[src/rtl/ddr_sr_seq.sv]
module ddr_sr_seq #(
  parameter int AW       = 13,
  parameter int BAW      = 2,
  parameter int DLL_BIT  = 8,
  parameter int T_SETTLE = 16,
  parameter int T_XSNR   = 10,
  parameter int T_DLL    = 200
) (
  input  logic           clk,
  input  logic           rst_n,
  input  logic           sr_req,
  output logic           sr_ack,
  input  logic           exit_req,
  output logic           exit_ack,
  input  logic           banks_idle,
  input  logic           clk_stable,
  input  logic [AW-1:0]  mode_cfg,
  output logic           cke,
  output logic           cs_n,
  output logic           ras_n,
  output logic           cas_n,
  output logic           we_n,
  output logic [AW-1:0]  addr,
  output logic [BAW-1:0] ba,
  output logic           ready
);

  localparam int CMAX_A = (T_XSNR > T_SETTLE) ? T_XSNR : T_SETTLE;
  localparam int CMAX   = (T_DLL > CMAX_A) ? T_DLL : CMAX_A;
  localparam int CW     = $clog2(CMAX + 1);

  localparam logic [3:0] CMD_NOP = 4'b0111;
  localparam logic [3:0] CMD_REF = 4'b0001;
  localparam logic [3:0] CMD_LMR = 4'b0000;

  typedef enum logic [2:0] {
    S_IDLE, S_ENTER, S_IN_SR, S_CLK_WAIT, S_XSNR, S_DLL_RST, S_DLL_WAIT, S_READY
  } st_t;

  st_t           st, nx;
  logic [CW-1:0] cnt, cnt_nx;
  logic [3:0]    cmd;
  logic          cnt_done;
  logic          home;

  assign cnt_done = (cnt == '0);
  assign home     = (st == S_IDLE) || (st == S_READY);

  always_comb begin
    nx = st;
    case (st)
      S_IDLE, S_READY: if (sr_req && banks_idle) nx = S_ENTER;
      S_ENTER:         nx = S_IN_SR;
      S_IN_SR:         if (exit_req) nx = S_CLK_WAIT;
      S_CLK_WAIT:      if (clk_stable || cnt_done) nx = S_XSNR;
      S_XSNR:          if (cnt_done) nx = S_DLL_RST;
      S_DLL_RST:       nx = S_DLL_WAIT;
      S_DLL_WAIT:      if (cnt_done) nx = S_READY;
      default:         nx = S_IDLE;
    endcase
  end

  always_comb begin
    cnt_nx = cnt_done ? cnt : cnt - 1'b1;
    if (nx != st) begin
      case (nx)
        S_CLK_WAIT: cnt_nx = CW'(T_SETTLE - 1);
        S_XSNR:     cnt_nx = CW'(T_XSNR - 1);
        S_DLL_WAIT: cnt_nx = CW'(T_DLL - 1);
        default:    cnt_nx = '0;
      endcase
    end
  end

  always_ff @(posedge clk) begin
    if (!rst_n) begin
      st  <= S_IDLE;
      cnt <= '0;
    end else begin
      st  <= nx;
      cnt <= cnt_nx;
    end
  end

  assign cmd = (st == S_ENTER)   ? CMD_REF :
               (st == S_DLL_RST) ? CMD_LMR : CMD_NOP;
  assign {cs_n, ras_n, cas_n, we_n} = cmd;
  assign cke      = !(st == S_ENTER || st == S_IN_SR || st == S_CLK_WAIT);
  assign addr     = (st == S_DLL_RST) ? (mode_cfg | (AW'(1) << DLL_BIT)) : '0;
  assign ba       = '0;
  assign sr_ack   = (st == S_ENTER);
  assign exit_ack = (st == S_IN_SR) && exit_req;
  assign ready    = home && !sr_req;

  p_ref_on_cke_fall_r2: assert property (@(posedge clk) disable iff (!rst_n)
    $fell(cke) |-> (cmd == CMD_REF && sr_ack));

  p_ack_needs_idle_r3: assert property (@(posedge clk) disable iff (!rst_n)
    sr_ack |-> ($past(banks_idle) && $past(sr_req)));

  p_parked_low_r4: assert property (@(posedge clk) disable iff (!rst_n)
    (!cke && !sr_ack) |-> (cmd == CMD_NOP));

  p_exit_ack_low_cke_r4: assert property (@(posedge clk) disable iff (!rst_n)
    exit_ack |-> (!cke && !sr_ack));

  p_rise_nop_r6: assert property (@(posedge clk) disable iff (!rst_n)
    $rose(cke) |-> (cmd == CMD_NOP));

  p_lmr_fields_r7: assert property (@(posedge clk) disable iff (!rst_n)
    (cmd == CMD_LMR) |-> (cke && addr[DLL_BIT] && ba == '0 && $past(cmd) == CMD_NOP && $past(cke)));

  p_no_ready_after_lmr_r8: assert property (@(posedge clk) disable iff (!rst_n)
    (cmd == CMD_LMR) |=> !ready);

  p_ready_quiet_r10: assert property (@(posedge clk) disable iff (!rst_n)
    ready |-> (cke && cmd == CMD_NOP));

endmodule

[config.mk]
export PLATFORM = sky130hd
export DESIGN_NAME = ddr_sr_seq
export DESIGN_NICKNAME = d
export VERILOG_FILES = /design/src/rtl/ddr_sr_seq.sv
export SDC_FILE = /design/constraint.sdc
export NUM_CORES = 1
export LEC_CHECK = 0
export ABC_AREA = 1
export BUFFER_PORTS_ARGS = -buffer_cell sky130_fd_sc_hd__buf_4
export CAP_MARGIN = 20
export CORE_AREA = 3 3 44 54
export DETAILED_ROUTE_END_ITERATION = 8
export DIE_AREA = 0 0 47 57
export GPL_TIMING_DRIVEN = 0
export HOLD_SLACK_MARGIN = 0.1
export PLACE_DENSITY = 0.79
export SYNTH_ARGS = -nofsm -noshare
export SYNTH_HDL_FRONTEND = slang
export SYNTH_SLANG_ARGS = --single-unit
[constraint.sdc]
create_clock -name clk -period 3.1 [get_ports clk]
set_input_delay 0.62 -clock clk [delete_from_list [all_inputs] [get_ports clk]]
set_output_delay 0.62 -clock clk [all_outputs]
set_load 0.005 [all_outputs]
==> results of run 1 <==
==> critical path, stage by stage (launching register included) <==
cell	delay, ns
dfxtp_1	0.37
inv_1	0.10
nor2_1	0.21
inv_1	0.12
nor2_1	0.13
inv_1	0.11
buf_2	0.18
nor2_1	0.11
buf_4	0.12
==> state kept, by name, indices dropped and copies added, names as in the netlist <==
name and count:
cnt 8, st 3
==> path summary, 6_finish.rpt <==
path	cells past startpoint	slack (ns)	to
setup / recovery	8	0.75	addr[2]
hold / removal	3	0.57	cnt[0]
setup reg to reg	12	1.31	cnt[3]
hold reg to reg	3	0.57	cnt[0]
==> power by group <==
part,internal (W),switching (W)
clock network,0.0000499,0.0000516
registers,0.000202,0.0000303
logic,0.000343,0.000559
==> cell usage in the layout (no fill, tap or decap), types with 2 or more instances in the layout <==
| cell | netlist | routed |
|---|---|---|
| buf_4 | 4 | 41 |
| nand2_1 | 33 | 33 |
| inv_1 | 31 | 31 |
| nor2_1 | 27 | 27 |
| nand3_1 | 11 | 11 |
| dfxtp_1 | 11 | 11 |
| xor2_1 | 5 | 5 |
| nand2_2 | 4 | 4 |
| a21oi_2 | 4 | 4 |
| inv_2 | 3 | 3 |
| nand3_2 | 3 | 3 |
| a21oi_1 | 3 | 3 |
| conb_1 | 1 | 3 |
| clkbuf_4 | 0 | 3 |
| nand4_1 | 2 | 2 |
| o211ai_1 | 2 | 2 |
| o21ai_0 | 2 | 2 |
==> per-stage QoR <==
stage               hold WS (ns)  power, W
floorplan                  0.548  0.000925
global placement           0.565   0.00111
CTS                        0.580   0.00124
finish                     0.575   0.00124
global route               0.623   0.00137
detailed placement         0.567   0.00113
==> cell type report <==
class / instances / area [µm²] / area share, %
plain buffers: 5 / 35.0 / 2.80
well taps: 19 / 23.8 / 1.90
clock buffers: 4 / 26.3 / 2.10
flip-flops and latches: 11 / 220 / 17.6
inverters: 34 / 128 / 10.2
multi-input cells: 106 / 539 / 43.1
repair buffers: 37 / 278 / 22.2
==> layer usage <==
metal	wire [µm]	GRT usage, %
met5	0	0
met4	27	4.74
met3	187	3.47
met2	1290	39.6
met1	792	17.8
==> cell families (layout without fill, tap and decap cells) <==
family | after synthesis | in the layout
simple gates | 85 | 85
xor+xnor | 5 | 5
compound gates | 12 | 12
fa+ha+maj | 1 | 1
other cells | 1 | 3
flops | 11 | 11
buf+inv | 39 | 80
==> flow_metrics.tcl, run 1 <==
set metrics [dict create \
    grtUsageTotal_pct 19.4 \
    synth.area.top_cells "dfxtp_1 24%, nand2_1 14%, inv_1 13%, nor2_1 11%, nand3_1 6.0%" \
    drive_gt1_share_pct 32.0 \
    via_per_inst 4.95 \
    wl_um 2290 \
    synth_top_family_by_area "simple AND/OR/NAND/NOR gates" \
    maxCapViolCount 0 \
    synth.distinct_cells 24 \
    die_area_um2 2680 \
    crit_type "flip-flop to primary output" \
    die_w_um 47 \
    end_kind "primary output" \
    hp-class "flip-flop to flip-flop" \
    reg2reg_from "cnt[0]" \
    fp.coreArea_um2 1870 \
    wl_per_cell_um 10.6 \
    route.detailed.drc 0 \
    fin_util_pct 66.8 \
    critPathLaunch "st[0]" \
    cts_setup_buffers 0 \
    setup_violations 0 \
    num_io_pins 42 \
    first_pass_iters 4 \
    cts_buffers 3 \
    fin_skew_ns 0.00105 \
    stdcell_count 216 \
    ctsLongestPathBuffers 2 \
    synth_seq_cells 11 \
    cts_root_buffer "clkbuf_4" \
    rsz0062_at_grt "false" \
    cp.arrival_ns 1.73 \
    status "finished clean" \
    cts_resized 0 \
    start_util_pct 48.9 \
    stdcell_area_um2 1250 \
    worst_ep_required_time_ns 2.48 \
    synth_edf_count 0 \
    fin_nets 218 \
    synthAdderAreaFrac_pct 1.37 \
    antenna_left 0 \
    yosys.area_share.simple_pct 42.4 \
    synth_xor_xnor_area_share_pct 4.79 \
    setup-tns-final_ns 0 \
    clk_pin_slew_ns 0.07 \
    muxShareOfSynthArea_pct 0 \
    synthArstFlopShare_pct 0 \
    finalHoldViolations 0 \
    ys.flop_type "dfxtp_1" \
    numPortBuffers 37 \
    drv_slew 0 \
    finalWorstSetupSlack_ns 0.748 \
    grt_max_degree 11 \
    cts.sinks 11 \
    synth_top_area_share_pct 24.1 \
    dp.cells 212 \
    fillers 181 \
    syn_avg_cell_area_um2 5.94 \
    drtIter0Drc 27 \
    ir_drop_v 0.000563 \
    hold_buffers 0 \
    crit_fanout 10 \
    die_h_um 57 \
    synth_top_cells_by_count "33 x nand2_1, 31 x inv_1, 27 x nor2_1" \
    synthCells 154 \
    place_ws_ns 1.05 \
    placed_cell_area_um2 1220 \
    clock_latency_ns 0.27 \
    post-route-min-period_ns 2.35 \
    num_rows 17 \
    power.leakage_nw 0.713 \
    grt_pass1_wl_um 3950 \
    grt_pass1_vias 1027 \
    num_antenna_cells 0 \
    dp_hpwl_um 1910 \
    synth_compound_area_share_pct 9.17 \
    htreeDepth 1 \
    power_density_nw_per_um2 989 \
    gp_congestion 0.850 \
    antenna_found_initial 0 \
    yosysWarnings 0 \
    detailroute.via_count 1070 \
    min-delay-start "cnt[0]" \
    fin_crit_sh_pct 75.9 \
    fmax_mhz 425 \
    cts_tree "yes" \
    overflow 0 \
    yosys.area.top_type "dfxtp_1" \
    area_growth_pct 36.7 \
    yosysMostFrequentCell "nand2_1" \
    seq_area_frac_synth_pct 24.1 \
    startpoint_type "flip-flop" \
    syn_area_um2 915 \
]
No activity file was read; power rests on OpenSTA's default activity.
==> inputs of run 2 (changes only) <==
Settings changed: CORE_AREA 3 3 44 54 to 3 3 45 55, DIE_AREA 0 0 47 57 to 0 0 48 58, PLACE_DENSITY 0.79 to 0.77.
Clock period 3.1 ns to 2.4 ns, I/O delays scaled along.
==> run 2 against run 1 <==
  * Final cell count is 0.46% higher
  * Die area rose by 3.9%
  * Cell area grew 0.10%
  * Combinational power up 29%
==> flow_metrics.tcl, run 2 (synthesis results as in run 1) <==
set metrics [dict create \
    status "finished clean" \
    grt_max_degree 11 \
    crit_fanout 10 \
    worst_ep_required_time_ns 1.92 \
    antenna_left 0 \
    start_util_pct 45.1 \
    wl_um 2210 \
    gp_congestion 0.826 \
    clock_latency_ns 0.27 \
    slowest_stage "dfxtp_1" \
    cpPeakStageDelay_ns 0.36 \
    largest_reg_flops 8 \
    crit_buf_inv 5 \
    layout.cells.most_common "buf_4" \
    fin_crit_sh_pct 92.8 \
    pwr-share-seq_pct 18.9 \
    cp.arrival_ns 1.75 \
    startpoint_type "flip-flop" \
    dp_hpwl_um 1880 \
    die_h_um 58 \
    fillers 195 \
    setup-tns-final_ns 0 \
    drv_slew 0 \
    power_density_nw_per_um2 1270 \
    num_antenna_cells 0 \
    multi_input_area_um2 539 \
    die_w_um 48 \
    cts_root_buffer "clkbuf_4" \
    fin_util_pct 61.7 \
    num_rows 18 \
    power_frac_comb_pct 73.1 \
    detailroute.via_count 1030 \
    hp-class "input port to flip-flop" \
    overflow 0 \
    clockPowerShare_pct 7.9 \
    min_path_cells 3 \
    hold_buffers 0 \
    numPortBuffers 37 \
    route.detailed.drc 0 \
    grt_pass1_wl_um 3420 \
    fin_nets 218 \
    grt_pass1_vias 934 \
    finalHoldViolations 0 \
    drive_gt1_share_pct 32.0 \
    cts_resized 0 \
    wl_per_cell_um 10.2 \
    intPower_w 0.000768 \
    cts_buffers 3 \
    cts_setup_buffers 0 \
    maxCapViolCount 0 \
    max_flop_register "cnt" \
    p_switching_w 0.000819 \
    ir_drop_v 0.000809 \
    die_area_um2 2780 \
    reg_top3 "cnt (8), st (3)" \
    cp_cell_sequence "inv_1 > nor2_1 > inv_1 > nor2_1 > inv_1 > buf_2 > nor2_1 > buf_4" \
    drtIter0Drc 21 \
    power.leakage_nw 0.713 \
    first_pass_iters 4 \
    switching_share_pct 51.6 \
    critPathTopFamily "buffers and inverters" \
    fmax_mhz 449 \
    regArea_um2 220 \
    fin_skew_ns 0.00645 \
    cp.depth 8 \
    fp.coreArea_um2 2030 \
    cts.sinks 11 \
    antenna_found_initial 0 \
    cts_tree "yes" \
    htreeDepth 1 \
    clk_pin_slew_ns 0.07 \
    rsz0062_at_grt "false" \
    final_cell_mix "41 x buf_4, 33 x nand2_1, 31 x inv_1" \
    stdcell_count 217 \
    end_kind "primary output" \
    reg2reg_depth 12 \
    dp.cells 213 \
    ctsLongestPathBuffers 2 \
    num_io_pins 42 \
    via_per_inst 4.75 \
    setup_violations 0 \
    grtUsageTotal_pct 16.3 \
    crit_type "flip-flop to primary output" \
    area_growth_pct 36.8 \
    post-route-min-period_ns 2.23 \
]
run 2: cell counts in the layout (fill, tap and decap cells not counted):
Identical to the previous run, type by type.
run 2: routing by layer:
| metal | up-vias | track usage, % | share of wire, % |
|---|---|---|---|
| met5 | - | 0 | 0 |
| li1 | 547 | - | - |
| met2 | 34 | 32.7 | 53 |
| met3 | 2 | 2.17 | 8.8 |
| met1 | 447 | 15.5 | 38 |
| met4 | 0 | 4.62 | 0.63 |
run 2: worst register-to-register path, stage by stage, from the launching register on:
cell,delay (ns)
dfxtp_1,0.34
inv_1,0.07
ha_1,0.23
inv_1,0.08
nor2_1,0.06
nand2_2,0.11
nand2_2,0.06
nand2_1,0.09
nand2_1,0.09
nor2_4,0.18
nand3_1,0.14
nand2_1,0.15
a21oi_1,0.06
run 2: final cells by class:
class / instances / area share, %
inverters: 34 / 10.2
clock buffers: 4 / 2.10
plain buffers: 5 / 2.80
multi-input cells: 106 / 43.1
flip-flops and latches: 11 / 17.6
repair buffers: 37 / 22.2
well taps: 20 / 2.00
run 2: final timing paths:
check / startpoint / end / slack [ns]
setup / recovery: st[0] / addr[7] / 0.17
hold / removal: rst_n / cnt[1] / 0.47
setup reg to reg: cnt[0] / cnt[6] / 0.62
hold reg to reg: cnt[2] / cnt[2] / 0.59
run 2: power groups by stage:
stage               clock [W]  sequential (W)  combinational (W)
floorplan                   0        0.000296           0.000899
global placement            0        0.000303            0.00113
detailed placement          0        0.000304            0.00115
CTS                  0.000127        0.000300            0.00116
global route         0.000134        0.000309            0.00130
finish               0.000126        0.000300            0.00116
run 2: through the flow:
stage               hold slack (ns)  worst slack (ns)  instance area, µm²  power, W
detailed placement            0.571             0.450                1220   0.00146
CTS                           0.473             0.166                1250   0.00158
finish                        0.471             0.174                1250   0.00159
global route                  0.489            0.0185                1250   0.00175
global placement              0.565             0.504                1220   0.00143
floorplan                     0.548             0.656                 922   0.00120
==> inputs of run 3 (changes only) <==
Settings changed: RECOVER_POWER from default to 50.
==> run 3 against run 2 <==
  * Clock power hardly changed
  * Routed wire length is 0.27% higher
  * Via count is 0.19% lower
==> flow_metrics.tcl, run 3 (synthesis results as in run 1) <==
set metrics [dict create \
    regArea_um2 220 \
    cts_tree "yes" \
    multi_input_area_um2 513 \
    fp.coreArea_um2 2030 \
    switching_share_pct 51.6 \
    route.detailed.drc 0 \
    fin_skew_ns 0.00663 \
    wl_um 2220 \
    clk_pin_slew_ns 0.07 \
    fillers 202 \
    area_growth_pct 33.9 \
    clockPowerShare_pct 8.3 \
    num_rows 18 \
    antenna_left 0 \
    dp_hpwl_um 1880 \
    stdcell_area_um2 1220 \
    drive_gt1_share_pct 27.9 \
    gp_congestion 0.826 \
    die_area_um2 2780 \
    hp-class "input port to flip-flop" \
    p_switching_w 0.000787 \
    die_w_um 48 \
    drv_slew 0 \
    numPortBuffers 37 \
    cts_resized 0 \
    finalHoldViolations 0 \
    pwr-share-seq_pct 19.7 \
    via_per_inst 4.74 \
    wl_per_cell_um 10.2 \
    first_pass_iters 4 \
    cts_setup_buffers 0 \
    power.leakage_nw 0.703 \
    cts_buffers 3 \
    ir_drop_v 0.000773 \
    end_kind "primary output" \
    grtUsageTotal_pct 16.3 \
    overflow 0 \
    status "finished clean" \
    reg2reg_depth 12 \
    power_density_nw_per_um2 1250 \
    fin_crit_sh_pct 92.0 \
    detailroute.via_count 1028 \
    grt_pass1_vias 934 \
    worst_ep_required_time_ns 1.92 \
    htreeDepth 1 \
    antenna_found_initial 0 \
    hold_buffers 0 \
    reg_top3 "cnt (8), st (3)" \
    final_cell_mix "36 x nand2_1, 36 x buf_4, 33 x inv_1" \
    startpoint_type "flip-flop" \
    maxCapViolCount 0 \
    num_antenna_cells 0 \
    cts_root_buffer "clkbuf_4" \
    finalWorstSetupSlack_ns 0.193 \
    crit_fanout 10 \
    setup-tns-final_ns 0 \
    grt_max_degree 11 \
    ctsLongestPathBuffers 2 \
    rsz0062_at_grt "false" \
    fmax_mhz 453 \
    fin_nets 218 \
    place_ws_ns 0.450 \
    clock_latency_ns 0.27 \
    power_frac_comb_pct 72.1 \
    cts.sinks 11 \
    post-route-min-period_ns 2.21 \
    drtIter0Drc 24 \
    cp.arrival_ns 1.73 \
    intPower_w 0.000739 \
    largest_reg_flops 8 \
    num_io_pins 42 \
    max_flop_register "cnt" \
    grt_pass1_wl_um 3420 \
    die_h_um 58 \
    start_util_pct 45.1 \
    placed_cell_area_um2 1220 \
    setup_violations 0 \
    min_path_cells 3 \
    crit_type "flip-flop to primary output" \
]
[run 3: through the flow]
stage	total power (W)	hold WS (ns)	std cells	utilization (%)
finish	0.00153	0.471	217	60.4
global route	0.00168	0.489	217	60.4
CTS	0.00158	0.473	217	61.7
detailed placement	0.00146	0.571	213	60.4
global placement	0.00143	0.565	213	60.4
floorplan	0.00120	0.548	156	-
[run 3: worst max-delay path, stage by stage (launching register included)]
cell and delay [ns]:
dfxtp_1 0.36, inv_1 0.10, nor2_1 0.22, inv_1 0.12, nor2_1 0.13, inv_1 0.12, buf_2 0.19, nor2_1 0.10
buf_4 0.12
[run 3: layout make-up]
cell class,instances,area share [%]
Inverter,34,10.4
Clock buffer,4,2.15
Multi-Input combinational cell,106,41.9
Timing Repair Buffer,37,22.7
Sequential cell,11,18.0
Buffer,5,2.86
Tap cell,20,2.04
[run 3: worst paths after layout]
path,from,endpoint,slack [ns]
worst max-delay path,st[0],addr[7],0.19
worst min register to register,cnt[0],cnt[0],0.59
worst max register to register,cnt[0],cnt[2],0.36
worst min-delay path,rst_n,cnt[1],0.47
[run 3: routing by layer]
| layer | track usage (%) | wire length [µm] | vias up |
|---|---|---|---|
| li1 | - | - | 549 |
| met1 | 15.5 | 844 | 445 |
| met2 | 32.7 | 1170 | 32 |
| met3 | 2.17 | 189 | 2 |
| met4 | 4.62 | 17 | 0 |
| met5 | 0 | 0 | - |
[run 3: power by group through the flow]
stage	clock, W	combinational (W)	sequential (W)
global route	0.000134	0.00124	0.000308
finish	0.000126	0.00110	0.000300
CTS	0.000127	0.00116	0.000300
detailed placement	0	0.00115	0.000304
floorplan	0	0.000899	0.000296
global placement	0	0.00113	0.000303
